**src/rtl/cfg_key_pkg.sv**
```systemverilog
package cfg_key_pkg;
    typedef enum logic [1:0] {
        KS_LOCKED = 2'd0,
        KS_HALF   = 2'd1,
        KS_OPEN   = 2'd2
    } kick_state_e;

    localparam int unsigned DATA_W = 32;
endpackage

```
**src/rtl/cfg_kick_fsm.sv**
```systemverilog
module cfg_kick_fsm
    import cfg_key_pkg::*;
#(
    parameter int unsigned          ADDR_W = 20,
    parameter logic [ADDR_W-1:0]    K0_ADDR = ADDR_W'('h38),
    parameter logic [ADDR_W-1:0]    K1_ADDR = ADDR_W'('h3C),
    parameter logic [DATA_W-1:0]    KEY0 = 32'h83E7_0B13,
    parameter logic [DATA_W-1:0]    KEY1 = 32'h95A4_F1E0
) (
    input  logic              clk,
    input  logic              rst_n,
    input  logic              wen,
    input  logic [ADDR_W-1:0] addr,
    input  logic [DATA_W-1:0] wdata,
    output logic              open_o
);
    kick_state_e st_q, st_d;
    logic k0_hit, k1_hit, k0_ok, k1_ok;

    assign k0_hit = wen && (addr == K0_ADDR);
    assign k1_hit = wen && (addr == K1_ADDR);
    assign k0_ok  = (wdata == KEY0);
    assign k1_ok  = (wdata == KEY1);

    always_ff @(posedge clk or negedge rst_n) begin
        if (!rst_n) st_q <= KS_LOCKED;
        else        st_q <= st_d;
    end

    always_comb begin
        st_d = st_q;
        unique case (st_q)
            KS_LOCKED: begin
                if (k0_hit)      st_d = k0_ok ? KS_HALF : KS_LOCKED;
                else if (k1_hit) st_d = KS_LOCKED;
            end
            KS_HALF: begin
                if (k0_hit)      st_d = k0_ok ? KS_HALF : KS_LOCKED;
                else if (k1_hit) st_d = k1_ok ? KS_OPEN : KS_LOCKED;
            end
            KS_OPEN: begin
                if (k0_hit)      st_d = k0_ok ? KS_OPEN : KS_LOCKED;
                else if (k1_hit) st_d = k1_ok ? KS_OPEN : KS_LOCKED;
            end
            default: st_d = KS_LOCKED;
        endcase
    end

    always_comb begin
        open_o = (st_q == KS_OPEN);
    end
endmodule

```
**src/rtl/cfg_key_lock.sv**
```systemverilog
module cfg_key_lock
    import cfg_key_pkg::*;
#(
    parameter logic [DATA_W-1:0] LOCK_KEY = 32'h0F0A_0B00
) (
    input  logic              clk,
    input  logic              rst_n,
    input  logic              we,
    input  logic [DATA_W-1:0] wdata,
    output logic              match
);
    logic [DATA_W-1:0] lock_q;

    always_ff @(posedge clk or negedge rst_n) begin
        if (!rst_n)  lock_q <= '0;
        else if (we) lock_q <= wdata;
    end

    assign match = (lock_q == LOCK_KEY);
endmodule

```
**src/rtl/cfg_once_word.sv**
```systemverilog
module cfg_once_word
    import cfg_key_pkg::*;
#(
    parameter bit                WHOLE = 1'b1,
    parameter logic [DATA_W-1:0] MASK  = '1
) (
    input  logic              clk,
    input  logic              rst_n,
    input  logic              sel,
    input  logic [DATA_W-1:0] wdata,
    output logic [DATA_W-1:0] q,
    output logic              rej
);
    generate
        if (WHOLE) begin : g_whole
            logic done_q;
            always_ff @(posedge clk or negedge rst_n) begin
                if (!rst_n) begin
                    q      <= '0;
                    done_q <= 1'b0;
                end else if (sel && !done_q) begin
                    q      <= wdata;
                    done_q <= 1'b1;
                end
            end
            assign rej = sel && done_q;
        end else begin : g_bits
            logic [DATA_W-1:0] frz_q;
            for (genvar i = 0; i < DATA_W; i++) begin : g_bit
                always_ff @(posedge clk or negedge rst_n) begin
                    if (!rst_n) begin
                        q[i]     <= 1'b0;
                        frz_q[i] <= 1'b0;
                    end else if (sel && !frz_q[i]) begin
                        q[i]     <= wdata[i];
                        frz_q[i] <= MASK[i] && wdata[i];
                    end
                end
            end
            assign rej = 1'b0;
        end
    endgenerate
endmodule

```
**src/rtl/cfg_key_bank.sv**
```systemverilog
module cfg_key_bank
    import cfg_key_pkg::*;
#(
    parameter int unsigned       ADDR_W     = 20,
    parameter logic [ADDR_W-1:0] KICK0_ADDR = ADDR_W'('h00038),
    parameter logic [ADDR_W-1:0] KICK1_ADDR = ADDR_W'('h0003C),
    parameter logic [ADDR_W-1:0] LOCK_ADDR  = ADDR_W'('h40004),
    parameter logic [ADDR_W-1:0] GUARD_ADDR = ADDR_W'('h40008),
    parameter logic [ADDR_W-1:0] ONCE_ADDR  = ADDR_W'('h40010),
    parameter logic [ADDR_W-1:0] BITS_ADDR  = ADDR_W'('h40014),
    parameter logic [ADDR_W-1:0] PRIV_ADDR  = ADDR_W'('h0041C),
    parameter logic [31:0]       KEY0       = 32'h83E7_0B13,
    parameter logic [31:0]       KEY1       = 32'h95A4_F1E0,
    parameter logic [31:0]       LOCK_KEY   = 32'h0F0A_0B00,
    parameter logic [31:0]       PRIV_RST   = 32'hAAAA_AAAA,
    parameter logic [31:0]       BITS_MASK  = 32'h0000_FFFF
) (
    input  logic              clk,
    input  logic              rst_n,
    input  logic [ADDR_W-1:0] addr,
    input  logic [31:0]       wdata,
    input  logic              wen,
    output logic [31:0]       rdata,
    output logic              wr_err
);
    logic kick_open, lock_match;
    logic hit_k0, hit_k1, hit_lock, hit_guard, hit_once, hit_bits, hit_priv, hit_any;
    logic once_rej, bits_rej, err_d;
    logic [DATA_W-1:0] guard_q, priv_q, once_q, bits_q;

    assign hit_k0    = wen && (addr == KICK0_ADDR);
    assign hit_k1    = wen && (addr == KICK1_ADDR);
    assign hit_lock  = wen && (addr == LOCK_ADDR);
    assign hit_guard = wen && (addr == GUARD_ADDR);
    assign hit_once  = wen && (addr == ONCE_ADDR);
    assign hit_bits  = wen && (addr == BITS_ADDR);
    assign hit_priv  = wen && (addr == PRIV_ADDR);
    assign hit_any   = hit_k0 | hit_k1 | hit_lock | hit_guard | hit_once | hit_bits | hit_priv;

    cfg_kick_fsm #(
        .ADDR_W(ADDR_W), .K0_ADDR(KICK0_ADDR), .K1_ADDR(KICK1_ADDR),
        .KEY0(KEY0), .KEY1(KEY1)
    ) u_kick (
        .clk(clk), .rst_n(rst_n), .wen(wen), .addr(addr), .wdata(wdata),
        .open_o(kick_open)
    );

    cfg_key_lock #(.LOCK_KEY(LOCK_KEY)) u_lock (
        .clk(clk), .rst_n(rst_n), .we(hit_lock && kick_open), .wdata(wdata),
        .match(lock_match)
    );

    cfg_once_word #(.WHOLE(1'b1), .MASK('1)) u_once (
        .clk(clk), .rst_n(rst_n), .sel(hit_once && kick_open), .wdata(wdata),
        .q(once_q), .rej(once_rej)
    );

    cfg_once_word #(.WHOLE(1'b0), .MASK(BITS_MASK)) u_bits (
        .clk(clk), .rst_n(rst_n), .sel(hit_bits && kick_open), .wdata(wdata),
        .q(bits_q), .rej(bits_rej)
    );

    always_ff @(posedge clk or negedge rst_n) begin
        if (!rst_n) begin
            guard_q <= '0;
            priv_q  <= PRIV_RST;
        end else begin
            if (hit_guard && kick_open && lock_match) guard_q <= wdata;
            if (hit_priv && kick_open)                priv_q  <= wdata;
        end
    end

    always_comb begin
        err_d = 1'b0;
        if (wen && !hit_any)                        err_d = 1'b1;
        if ((hit_lock | hit_priv | hit_once | hit_bits) && !kick_open) err_d = 1'b1;
        if (hit_guard && !(kick_open && lock_match)) err_d = 1'b1;
        if (once_rej | bits_rej)                    err_d = 1'b1;
    end

    always_ff @(posedge clk or negedge rst_n) begin
        if (!rst_n) wr_err <= 1'b0;
        else        wr_err <= err_d;
    end

    always_comb begin
        rdata = '0;
        if (addr == GUARD_ADDR)     rdata = guard_q;
        else if (addr == ONCE_ADDR) rdata = once_q;
        else if (addr == BITS_ADDR) rdata = bits_q;
        else if (addr == PRIV_ADDR) rdata = priv_q;
    end
endmodule

```
**config.mk**
```make
export PLATFORM = sky130hd
export DESIGN_NAME = cfg_key_bank
export DESIGN_NICKNAME = d
export VERILOG_FILES = /design/src/rtl/cfg_key_pkg.sv /design/src/rtl/cfg_kick_fsm.sv /design/src/rtl/cfg_key_lock.sv /design/src/rtl/cfg_once_word.sv /design/src/rtl/cfg_key_bank.sv
export SDC_FILE = /design/constraint.sdc
export NUM_CORES = 1
export LEC_CHECK = 0
export BUFFER_PORTS_ARGS = -buffer_cell sky130_fd_sc_hd__buf_4
export CAP_MARGIN = 20
export CORE_UTILIZATION = 31
export CTS_BUF_LIST = sky130_fd_sc_hd__clkbuf_2
export CTS_CLUSTER_SIZE = 16
export DETAILED_ROUTE_END_ITERATION = 16
export HOLD_SLACK_MARGIN = 0.08
export SYNTH_ARGS = -nofsm -noshare
export SYNTH_HDL_FRONTEND = slang
export SYNTH_SLANG_ARGS = --single-unit
```
**constraint.sdc**
```tcl
create_clock -name clk -period 4.93 [get_ports clk]
set_clock_uncertainty 0.2 [all_clocks]
set_input_delay 0.986 -clock clk [delete_from_list [all_inputs] [get_ports clk]]
set_output_delay 0.986 -clock clk [all_outputs]
set_load 0.02 [all_outputs]
```
==> metrics.md <==
| Metric | Value |
|---|---|
| Result of the run | `complete, no violations` |
| Ratio of cells with drive above 1 in the final layout | `0.419` |
| Endpoints failing setup | `0` |
| Clock transition time at the flip-flop clock pins of the worst setup and hold paths | `0.21 ns` |
| Register area share after synthesis | `0.568` |
| Detailed-route vias per instance | `5.11` |
| Highest Clock Rate | `0.219 GHz` |
| Starting Density | `0.319` |
| Distinct cell type count after synthesis | `39` |
| Net Sw Power | `0.553 mW` |
| Gate power share | `0.055` |
| Cell occurring most often along the worst timing path | `buf_4` |
| DPL Wire Length | `11.8 mm` |
| Number of warnings issued by yosys | `0` |
| Hold path start | `u_bits.g_bits.frz_q[10]$_DFFE_PN0P_` |
| Most numerous cell types in the synthesized netlist | `148 x dfrtp_1, 109 x mux2_2, 35 x mux2_1, 34 x o21ai_0` |
| Post-Syn Area per Cell | `13.7 um^2` |
| H-tree depth reported by CTS | `4` |
| Cell type of the slowest stage on the worst timing path | `or4b_4` |
| Die ar. | `24000 um^2` |
| Syn Std Cell Area | `7260 um^2` |
| Nature of the critical path startpoint | `input pin` |
| Leftover overflow at the end of global routing | `0` |
| Leakage power total | `4.26 nW` |
| Worst R2R Start | `u_lock.lock_q[16]$_DFFE_PN0P_` |
| Pin count of the biggest net entering global routing | `90` |
| Vias in the first global route | `5230` |
| Antenna viol nets, final | `0` |
| Max Slew Vio Count | `0` |
| Routed length per instance | `18.5 um` |
| Wire length of the first global-routing pass | `28.5 mm` |
| Antenna violations before repair | `1` |
| Synth top area cells | `dfrtp_1 51%, mux2_2 17%, dfstp_2 5.8%` |
| Worst IR Drop VDD | `0.0000962 V` |
| Cell Int Power | `1.58 mW` |
| Crit-path cells | `buf_4 > or4_1 > or4b_4 > nor4_4 > buf_4 > a22oi_1 > o21ai_0 > buf_4` |
| Clock tree root driver cell | `clkbuf_2` |
| Crit. End Element | `output port` |
| Slew at the pin with the worst max-slew slack | `0.818 ns` |
| Area growth from synthesis to layout | `17.7%` |
| CP max stage delay | `0.63 ns` |
| Count of input and output buffers | `87` |
| Most used standard cell by instance count after synthesis | `dfrtp_1` |
| Data required time of the worst path | `3.74 ns` |
| Floorplan die height | `155 um` |
| Layout filler cell count | `2176` |
| Number of clock sinks | `164` |
| Final worst-path cycle share | `0.927` |
| Critical path startpoint | `addr[15]` |
| Net count of the finished layout | `679` |
| Hold Violations, Final | `0` |
| DR vias | `4855` |
| Sequential share of power | `0.634` |
| Worst max-slew margin expressed relative to the limit | `0.455` |
| Fraction of synthesized cell area taken by the top area cell type | `0.510` |
| Sw Ratio | `0.260` |
| Max Root-Sink Buffers | `2` |
| Arr. time, crit path | `3.38 ns` |
| Worst hold path class | `reg -> reg` |
| Placer Congestion | `0.766` |
| Post-synthesis cell count | `532` |
| TritonCTS Buffers | `17` |
| Hold slack | `0.286 ns` |
| Min-Delay Path Depth | `1` |
| Unrepaired setup endpoints after global routing | `no` |
| Post-layout minimum cycle time | `4.57 ns` |
| Setup TNS | `0 ns` |
| Total routing usage reported by global routing | `0.154` |
| Clock share of power | `0.311` |
| Standard-cell rows | `55` |
| Wire length reported by the detailed router | `17.6 mm` |
| Syn_nets | `587` |
| R2R cell count | `6` |
| Placeable core area | `22800 um^2` |
| Seq cells post-synth | `164` |
| FFs w/ async S/R, synth | `1.00` |
| Die width | `155 um` |
| EDFF count, synth | `0` |
| Final routed DRC violation total | `0` |
| Max-capacitance violation count | `0` |
| Most used flip-flop cell after synthesis | `dfrtp_1` |
| Worst-path fanout max | `18` |
| Critical path class | `in -> out` |
| Length of the first detailed-routing pass in iterations | `5` |
| Cell area power density | `249 nW/um^2` |
| Number of DRC violations after detailed-routing iteration 0 | `255` |
| I/O pin count | `88` |
| CTS tree | `done` |
| Later-pin clock latency in the skew report | `0.73 ns` |
| Largest area contributor in the synthesized netlist | `dfrtp_1` |
worst max-delay path, delay by kind of cell:
kind / cells / cell delay [ns]
compound gates: 2 / 0.30
simple gates: 3 / 1.47
buf+inv: 3 / 0.61
sequential cells by signal (all words and copies together) (netlist names), 2 cells and up:
signal,count
u_once.q,32
u_bits.g_bits.frz_q,6
u_bits.q,26
u_kick.st_q,2
guard_q,32
u_lock.lock_q,32
priv_q,32
path summary, 6_finish.rpt:
check / slack (ns) / end
max in group asynchronous: 2.80 / priv_q[1]$_DFFE_PN1P_
setup / recovery: 0.36 / rdata[14]
hold reg to reg: 0.29 / u_bits.g_bits.frz_q[10]$_DFFE_PN0P_
hold / removal: 0.29 / u_bits.g_bits.frz_q[10]$_DFFE_PN0P_
min in group asynchronous: 0.68 / u_bits.q[26]$_DFFE_PN0P_
setup reg to reg: 2.20 / guard_q[29]$_DFFE_PN0P_
routing by layer:
layer	GRT usage	up-vias	wire (um)
met5	0	-	0
met4	0.0420	0	176
met3	0.0362	20	849
met2	0.259	130	8460
met1	0.196	2530	8080
li1	-	2175	-
stage by stage:
stage	utilization	worst slack [ns]	std cells	area [um^2]	total power, mW
floorplan	-	0.578	532	7260	1.39
global placement	0.365	0.390	917	8320	1.49
detailed placement	0.365	0.386	917	8320	1.49
CTS	0.375	0.366	950	8550	2.16
global route	0.375	0.257	951	8550	2.23
finish	0.375	0.361	951	8550	2.13
cells in the final DEF (no fill, tap or decap), drive strengths merged, types with 2 or more instances in the layout:
master / netlist / layout
nand3: 3 / 3
mux2i: 32 / 32
nor4b: 4 / 4
inv: 3 / 6
nand4: 6 / 6
clkinvlp: 0 / 4
a21oi: 2 / 2
dfrtp: 148 / 148
clkinv: 0 / 7
and4b: 2 / 2
a221o: 2 / 2
or4: 4 / 4
or4b: 4 / 4
and4: 2 / 2
a21o: 16 / 16
nor3: 5 / 5
mux2: 144 / 144
nand4b: 2 / 2
clkbuf: 19 / 17
nor2: 11 / 11
o21ai: 34 / 34
nor4: 12 / 12
nand2b: 3 / 3
a22oi: 32 / 32
nand2: 7 / 7
buf: 10 / 101
dfstp: 16 / 16
repair_timing:
| item | 4_1_cts | 5_1_grt |
|---|---|---|
| hold endpoints to repair | 52 | 0 |
| setup buffers | 0 | 0 |
| gates resized for setup | 0 | 0 |
| hold buffers | 1 | 0 |
final cells by class:
type	instances	area, um^2	share of cell area
well taps	313	392	0.0458
multi-input cells	336	3030	0.354
inverters	3	11.3	0.00132
clock buffers	17	85.1	0.00995
diodes	1	2.50	0.000293
clock inverters	15	133	0.0155
flip-flops and latches	164	4120	0.482
repair buffers	102	772	0.0903
power groups by stage:
stage,clock network (mW),logic (mW),registers (mW)
2_1_floorplan,0,0.0215,1.37
3_3_place_gp,0,0.115,1.37
3_5_place_dp,0,0.119,1.37
4_1_cts,0.693,0.120,1.35
5_1_grt,0.753,0.128,1.35
6_report,0.662,0.117,1.35
logic make-up (layout without fill, tap and decap cells):
logic type,Yosys count,count (layout),share of synthesized area
multiplexers,176,176,0.267
flip-flops,164,164,0.568
AO/OA/AOI/OAI,89,89,0.0806
AND/OR/NAND/NOR,71,71,0.0658
buffers and inverters,32,137,0.0183
other,0,1,0
(Power assumes the default switching activity.)
